[config.mk]
export PLATFORM = sky130hd
export DESIGN_NAME = serial_tx_rv
export DESIGN_NICKNAME = d
export VERILOG_FILES = /design/src/rtl/serial_tx_pkg.sv /design/src/rtl/tx_baud_timer.sv /design/src/rtl/tx_frame_shifter.sv /design/src/rtl/tx_ctrl_fsm.sv /design/src/rtl/serial_tx_rv.sv
export SDC_FILE = /design/constraint.sdc
export NUM_CORES = 1
export LEC_CHECK = 0
export BUFFER_PORTS_ARGS = -buffer_cell sky130_fd_sc_hd__buf_2
export CORE_MARGIN = 1.5
export CORE_UTILIZATION = 57
export CTS_CLUSTER_DIAMETER = 60
export DETAILED_ROUTE_END_ITERATION = 8
export MAX_ROUTING_LAYER = met4
export PLACE_DENSITY = 0.76
export SYNTH_ARGS = -nofsm -noshare
export SYNTH_HDL_FRONTEND = slang
export SYNTH_SLANG_ARGS = --single-unit
[constraint.sdc]
create_clock -name clk -period 5.2 [get_ports clk]
set_input_delay 1.04 -clock clk [delete_from_list [all_inputs] [get_ports clk]]
set_output_delay 1.04 -clock clk [all_outputs]
set_load 0.03 [all_outputs]
[src/rtl/serial_tx_pkg.sv]
package serial_tx_pkg;

    typedef enum logic [1:0] {
        TX_IDLE  = 2'd0,
        TX_START = 2'd1,
        TX_DATA  = 2'd2,
        TX_STOP  = 2'd3
    } tx_state_e;

endpackage

[src/rtl/tx_baud_timer.sv]
module tx_baud_timer #(
    parameter int CYCLES_PER_BIT = 1085
) (
    input  logic clk,
    input  logic rst,
    input  logic run,
    output logic tick
);
    localparam int CW = $clog2(CYCLES_PER_BIT + 1);
    localparam logic [CW-1:0] LAST = CW'(CYCLES_PER_BIT - 1);

    logic [CW-1:0] cnt_q;

    always_ff @(posedge clk) begin
        if (rst || !run) begin
            cnt_q <= '0;
        end else if (cnt_q == LAST) begin
            cnt_q <= '0;
        end else begin
            cnt_q <= cnt_q + 1'b1;
        end
    end

    assign tick = run && (cnt_q == LAST);

endmodule

[src/rtl/tx_frame_shifter.sv]
module tx_frame_shifter #(
    parameter int DATA_BITS = 8
) (
    input  logic                 clk,
    input  logic                 rst,
    input  logic                 load,
    input  logic                 shift,
    input  logic [DATA_BITS-1:0] data,
    output logic                 line
);
    localparam int W = DATA_BITS + 2;

    logic [W-1:0] frame_q;

    always_ff @(posedge clk) begin
        if (rst) begin
            frame_q <= '1;
        end else if (load) begin
            frame_q <= {1'b1, data, 1'b0};
        end else if (shift) begin
            frame_q <= {1'b1, frame_q[W-1:1]};
        end
    end

    assign line = frame_q[0];

endmodule

[src/rtl/tx_ctrl_fsm.sv]
module tx_ctrl_fsm
    import serial_tx_pkg::*;
#(
    parameter int DATA_BITS = 8
) (
    input  logic clk,
    input  logic rst,
    input  logic in_valid,
    input  logic tick,
    output logic ready,
    output logic load,
    output logic shift,
    output logic run
);
    localparam int IW = (DATA_BITS > 1) ? $clog2(DATA_BITS) : 1;
    localparam logic [IW-1:0] LAST_IDX = IW'(DATA_BITS - 1);

    tx_state_e     state_q, state_d;
    logic [IW-1:0] bit_idx_q;

    always_ff @(posedge clk) begin
        if (rst) begin
            state_q <= TX_IDLE;
        end else begin
            state_q <= state_d;
        end
    end

    always_ff @(posedge clk) begin
        if (rst || state_q != TX_DATA) begin
            bit_idx_q <= '0;
        end else if (tick) begin
            bit_idx_q <= bit_idx_q + 1'b1;
        end
    end

    always_comb begin
        state_d = state_q;
        unique case (state_q)
            TX_IDLE:  if (in_valid)                          state_d = TX_START;
            TX_START: if (tick)                              state_d = TX_DATA;
            TX_DATA:  if (tick && bit_idx_q == LAST_IDX)     state_d = TX_STOP;
            TX_STOP:  if (tick)                              state_d = TX_IDLE;
            default:                                         state_d = TX_IDLE;
        endcase
    end

    always_comb begin
        ready = (state_q == TX_IDLE);
        load  = ready && in_valid;
        run   = !ready;
        shift = tick;
    end

endmodule

[src/rtl/serial_tx_rv.sv]
module serial_tx_rv #(
    parameter int CLK_HZ    = 125_000_000,
    parameter int BAUD      = 115_200,
    parameter int DATA_BITS = 8
) (
    input  logic                 clk,
    input  logic                 rst,
    input  logic [DATA_BITS-1:0] in_data,
    input  logic                 in_valid,
    output logic                 in_ready,
    output logic                 tx_line
);
    localparam int CYCLES_PER_BIT = CLK_HZ / BAUD;

    logic load, shift, run, bit_tick;

    tx_ctrl_fsm #(.DATA_BITS(DATA_BITS)) u_ctrl (
        .clk      (clk),
        .rst      (rst),
        .in_valid (in_valid),
        .tick     (bit_tick),
        .ready    (in_ready),
        .load     (load),
        .shift    (shift),
        .run      (run)
    );

    tx_baud_timer #(.CYCLES_PER_BIT(CYCLES_PER_BIT)) u_timer (
        .clk  (clk),
        .rst  (rst),
        .run  (run),
        .tick (bit_tick)
    );

    tx_frame_shifter #(.DATA_BITS(DATA_BITS)) u_shift (
        .clk   (clk),
        .rst   (rst),
        .load  (load),
        .shift (shift),
        .data  (in_data),
        .line  (tx_line)
    );


    idle_high_chk: assert property (@(posedge clk) disable iff (rst)
        in_ready |-> tx_line);


    ready_drop_chk: assert property (@(posedge clk) disable iff (rst)
        (in_valid && in_ready) |=> !in_ready);


    start_low_chk: assert property (@(posedge clk) disable iff (rst)
        (in_valid && in_ready) |=> !tx_line);


    line_step_chk: assert property (@(posedge clk) disable iff (rst)
        (!$past(rst) && !$stable(tx_line)) |-> $past(bit_tick || load));


    stop_before_ready_chk: assert property (@(posedge clk) disable iff (rst)
        (!$past(rst) && $rose(in_ready)) |-> (tx_line && $past(tx_line)));

endmodule

# == Word-level counts from Yosys, hierarchy flattened ==
# Index checks and enable logic that the tools add are counted.
# word_totals
ff_bits,25
input_bits,11
elab_cells,33
out_inout_bits,2
# classes
n_addsub,2
n_reduce_logical,10
n_mux,7
n_eq_ne,10
# op_table
operator,count
9-bit two-way mux,2
11-bit by 1-bit adder with 11-bit output (second input constant),1
11-bit equality test (second input constant),1
2-bit two-way mux,4
2-bit case mux with 4 select lines,1
2-bit by 1-bit inequality test with 1-bit output (second input constant),3
2-bit equality test (second input constant),2
2-bit inequality test (second input constant),2
4-bit AND reduction,1
3-bit by 1-bit adder with 3-bit output (second input constant),1
3-bit equality test (second input constant),1
1-bit logical AND,3
2-bit by 1-bit equality test with 1-bit output (second input constant),1
2-bit zero test,1
1-bit logical OR,2
2-bit nonzero test,1
2-bit OR reduction,1
1-bit zero test,1

# == Depth between registers and ports, before layout ==
# logic_depth
ltp_word,6
depth_mapped,7
mapped_depth_nobuf,6

# == By module ==
# A second synthesis with hierarchy kept.
# unflattened
cells_unflattened,134
area_unflattened_um2,1292.5
# modules_own_cells
mod,cells_each,seq_area_each_um2,instances,area_each_um2
tx_baud_timer,62,220.2,1,578.1
tx_frame_shifter,39,180.2,1,401.6
tx_ctrl_fsm,33,100.1,1,312.8

# == Least setup slack after synthesis ==
# OpenSTA, ideal clock, no wires.
# synth_path
path_type,in2reg
startpoint,input in_valid
endpoint,register u_shift.frame_q[8]
path_stages,4
required_time_ns,5.068
t_arrival_ns,2.154
setup_ns,0.132
n_path_buf,1
slack_ns,2.914
cell_sequence,and2_1 clkbuf_1 mux2_2 or3_2
# synth_between
elab_chain_len,2
word_cells_on_any_way,3
cone_classes,1 x mux; 2 x reduce/logical
# synth_lines
element,line,text
from (decl),serial_tx_rv.sv:9,"input logic in_valid,"
1-bit logical AND (*),tx_ctrl_fsm.sv:50,load = ready && in_valid;
9-bit two-way mux / 2-bit nonzero test (equally long branches),--,
to (signal assigned),tx_frame_shifter.sv:19,"frame_q <= {1'b1, data, 1'b0};"
to (signal assigned),tx_frame_shifter.sv:21,"frame_q <= {1'b1, frame_q[W-1:1]};"
to (decl),tx_frame_shifter.sv:13,logic [W-1:0] frame_q;
# Mark *: on every way between the ends. The rest lies on a longest branch, timed or not.
# A chain may end at the register's enable or synchronous reset.

# == Worst setup path after layout ==
# layout_path
startpoint,register u_ctrl.state_q[0]
endpoint,output in_ready
# layout_between
elab_chain_len,1
# layout_lines
element,line,text
from (decl),tx_ctrl_fsm.sv:18,"tx_state_e state_q, state_d;"
from (signal assigned),tx_ctrl_fsm.sv:25,state_q <= state_d;
2-bit zero test,tx_ctrl_fsm.sv:49,ready = (state_q == TX_IDLE);
to (decl),serial_tx_rv.sv:10,"output logic in_ready,"
# No other way between the ends.

==> impl_metrics.json <==
{
  "crit_path_end_kind": "output pin",
  "yosys_warnings": 0,
  "placementRows": 16,
  "ys_seq_elements": 25,
  "syn-instance-count": 120,
  "rsz0062_at_grt": "false",
  "top_usage_layer": "met2",
  "finalHoldViolations": 0,
  "slew_headroom": 0.308,
  "final_core_util": 0.668,
  "start_util": 0.617,
  "syn_area_mm2": 0.00122,
  "grt_pass1_vias": 799,
  "cap_violations": 0,
  "rrSetupSlack_ns": 2.84,
  "status": "completed",
  "clock_skew_ns": 0.00867,
  "gp_congestion": 0.811,
  "grt_max_degree": 17,
  "max_freq_ghz": 0.411,
  "grt_overflow": 0,
  "cts_post_setup_buffers_inserted": 0,
  "antenna_found_initial": 0,
  "async_flop_share": 0,
  "path_class": "reg2out",
  "dieArea_mm2": 0.00243,
  "yosysSeqAreaShare": 0.409,
  "cp.required_ns": 4.16,
  "use_met1": 0.239,
  "io_buffers": 12,
  "finalCritPeriodShare": 0.467,
  "clkSinkCount": 25,
  "dp.cells": 156,
  "grt_use_total": 0.192,
  "route.detailed.drc": 0,
  "ioPinCount": 13,
  "grt_use_met3": 0.0675,
  "cts_resized": 0,
  "yosysTopAreaCell": "dfxtp_1",
  "ys_top_cells_by_area": "dfxtp_1 41%, ha_1 9.2%, a221o_2 6.4%",
  "yosys.area.top_type_share": 0.409,
  "tns_ns": 0,
  "totalPowerFinal_w": 0.000484,
  "power.density_mw_per_mm2": 366,
  "cts_tree": "yes",
  "root_buffer": "clkbuf_4",
  "synth_edf_count": 0,
  "cp-start-kind": "flip-flop",
  "cts_buffers": 3,
  "hold_class": "reg2reg",
  "diodes": 0,
  "cts_hold_buf": 0,
  "worstPathMaxFanout": 5,
  "drt_iter0_drc": 19,
  "finalNetCount": 154,
  "finalSetupViolCount": 0,
  "wl_um": 2090,
  "core_area_mm2": 0.00198,
  "synth_top_flop_cell": "dfxtp_1",
  "grtUsageMet2": 0.306,
  "drive_gt1_frac": 0.248,
  "peakVddDrop_uv": 383,
  "drtPass1Iterations": 4,
  "clock_latency_ns": 0.32,
  "vias": 881,
  "synthToLayoutAreaGrowth_pct": 8.29,
  "avgSynthCellArea_um2": 10.2,
  "p_leak_nw": 0.518,
  "h-tree-depth": 1,
  "synth_nets": 140,
  "vias_per_cell": 5.51,
  "die_h_um": 49.3,
  "instances_no_fill": 160,
  "cts_buffer_depth": 2,
  "dp_hpwl_um": 1520,
  "drt-wirelength-per-cell_um": 13.0,
  "period_needed_ns": 2.43,
  "ys_types": 35,
  "grt_first_pass_wirelength_um": 3520,
  "path_clk_slew_ns": 0.13,
  "tightestPinTransition_ns": 1.01,
  "fp.dieW_um": 49.3,
  "drtAntennaViolNets": 0,
  "whs_ns": 0.471,
  "cp.arrival_ns": 1.39,
  "finalMaxSlewViolations": 0
}
cell families (layout without fill, tap and decap cells):
kind of cell             Yosys count  after routing  synth area share
AND/OR/NAND/NOR                   41             41             0.190
flip-flops                        25             25             0.409
AO/OA/AOI/OAI                     21             21             0.166
buffers and inverters             11             24            0.0440
adder cells (fa/ha/maj)            9              9            0.0921
XOR/XNOR                           9              9            0.0645
multiplexers                       4              4            0.0338
stage by stage:
step	area [µm²]	setup WS, ns
2_1_floorplan	1220	2.91
3_3_place_gp	1300	2.81
3_5_place_dp	1300	2.62
4_1_cts	1320	2.75
5_1_grt	1320	2.66
6_report	1320	2.77
power breakdown:
part           internal, W  switching, W  total (W)
sequential        0.000217     0.0000182   0.000235
combinational    0.0000696     0.0000942   0.000164
clock            0.0000288     0.0000567  0.0000855
total             0.000315      0.000169   0.000484
state kept, by name (all words and copies together), names as in the netlist:
| register | count |
|---|---|
| u_timer.cnt_q | 11 |
| u_ctrl.bit_idx_q | 3 |
| u_ctrl.state_q | 2 |
| u_shift.frame_q | 9 |
layer usage:
metal  vias up  wire length, µm
met4         0                9
met5         -                0
li1        452                -
met3         2              108
met1       409             1020
met2        18              951
cell type report:
type / instances / area, µm²
clock inverter: 1 / 5.00
tap: 27 / 33.8
fill: 149 / 658
multi-input combinational: 84 / 668
inverter: 7 / 26.3
sequential: 25 / 500
clock buffer: 3 / 22.5
timing repair buffer: 13 / 67.6
cells in the final DEF, fill, tap and decap left out, types with 2 or more instances in the layout:
master and n:
buf_2 12, nand4_1 4, nand2b_1 3, a21o_1 7, nand3_1 3, a221o_2 7
nand2_1 3, inv_1 7, clkbuf_4 3, nor3_1 2, xor2_1 5, nor2_1 16
mux2i_1 3, ha_1 9, dfxtp_1 25, xnor2_1 4
Yosys cell counts (all sizes together), types with 2 or more instances:
cell type and count:
mux2i 3, or3 2, xor2 5, dfxtp 25, clkbuf 2, nor2 16, inv 7, nand2b 3
xnor2 4, nand4 4, nand2 3, ha 9, nor3 2, a21o 7, nand3 3, a221o 7
worst max-delay path: stages, from the launching register on:
cell     delay [ns]
dfxtp_1        0.37
inv_1          0.15
ha_1           0.31
buf_2          0.24
final timing paths:
kind	depth (start not counted)	to	start
max	3	in_ready	u_ctrl.state_q[0]
min	1	u_shift.frame_q[2]	u_shift.frame_q[2]
max reg2reg	4	u_shift.frame_q[5]	u_timer.cnt_q[7]
min reg2reg	1	u_shift.frame_q[2]	u_shift.frame_q[2]
(Power assumes the default switching activity.)
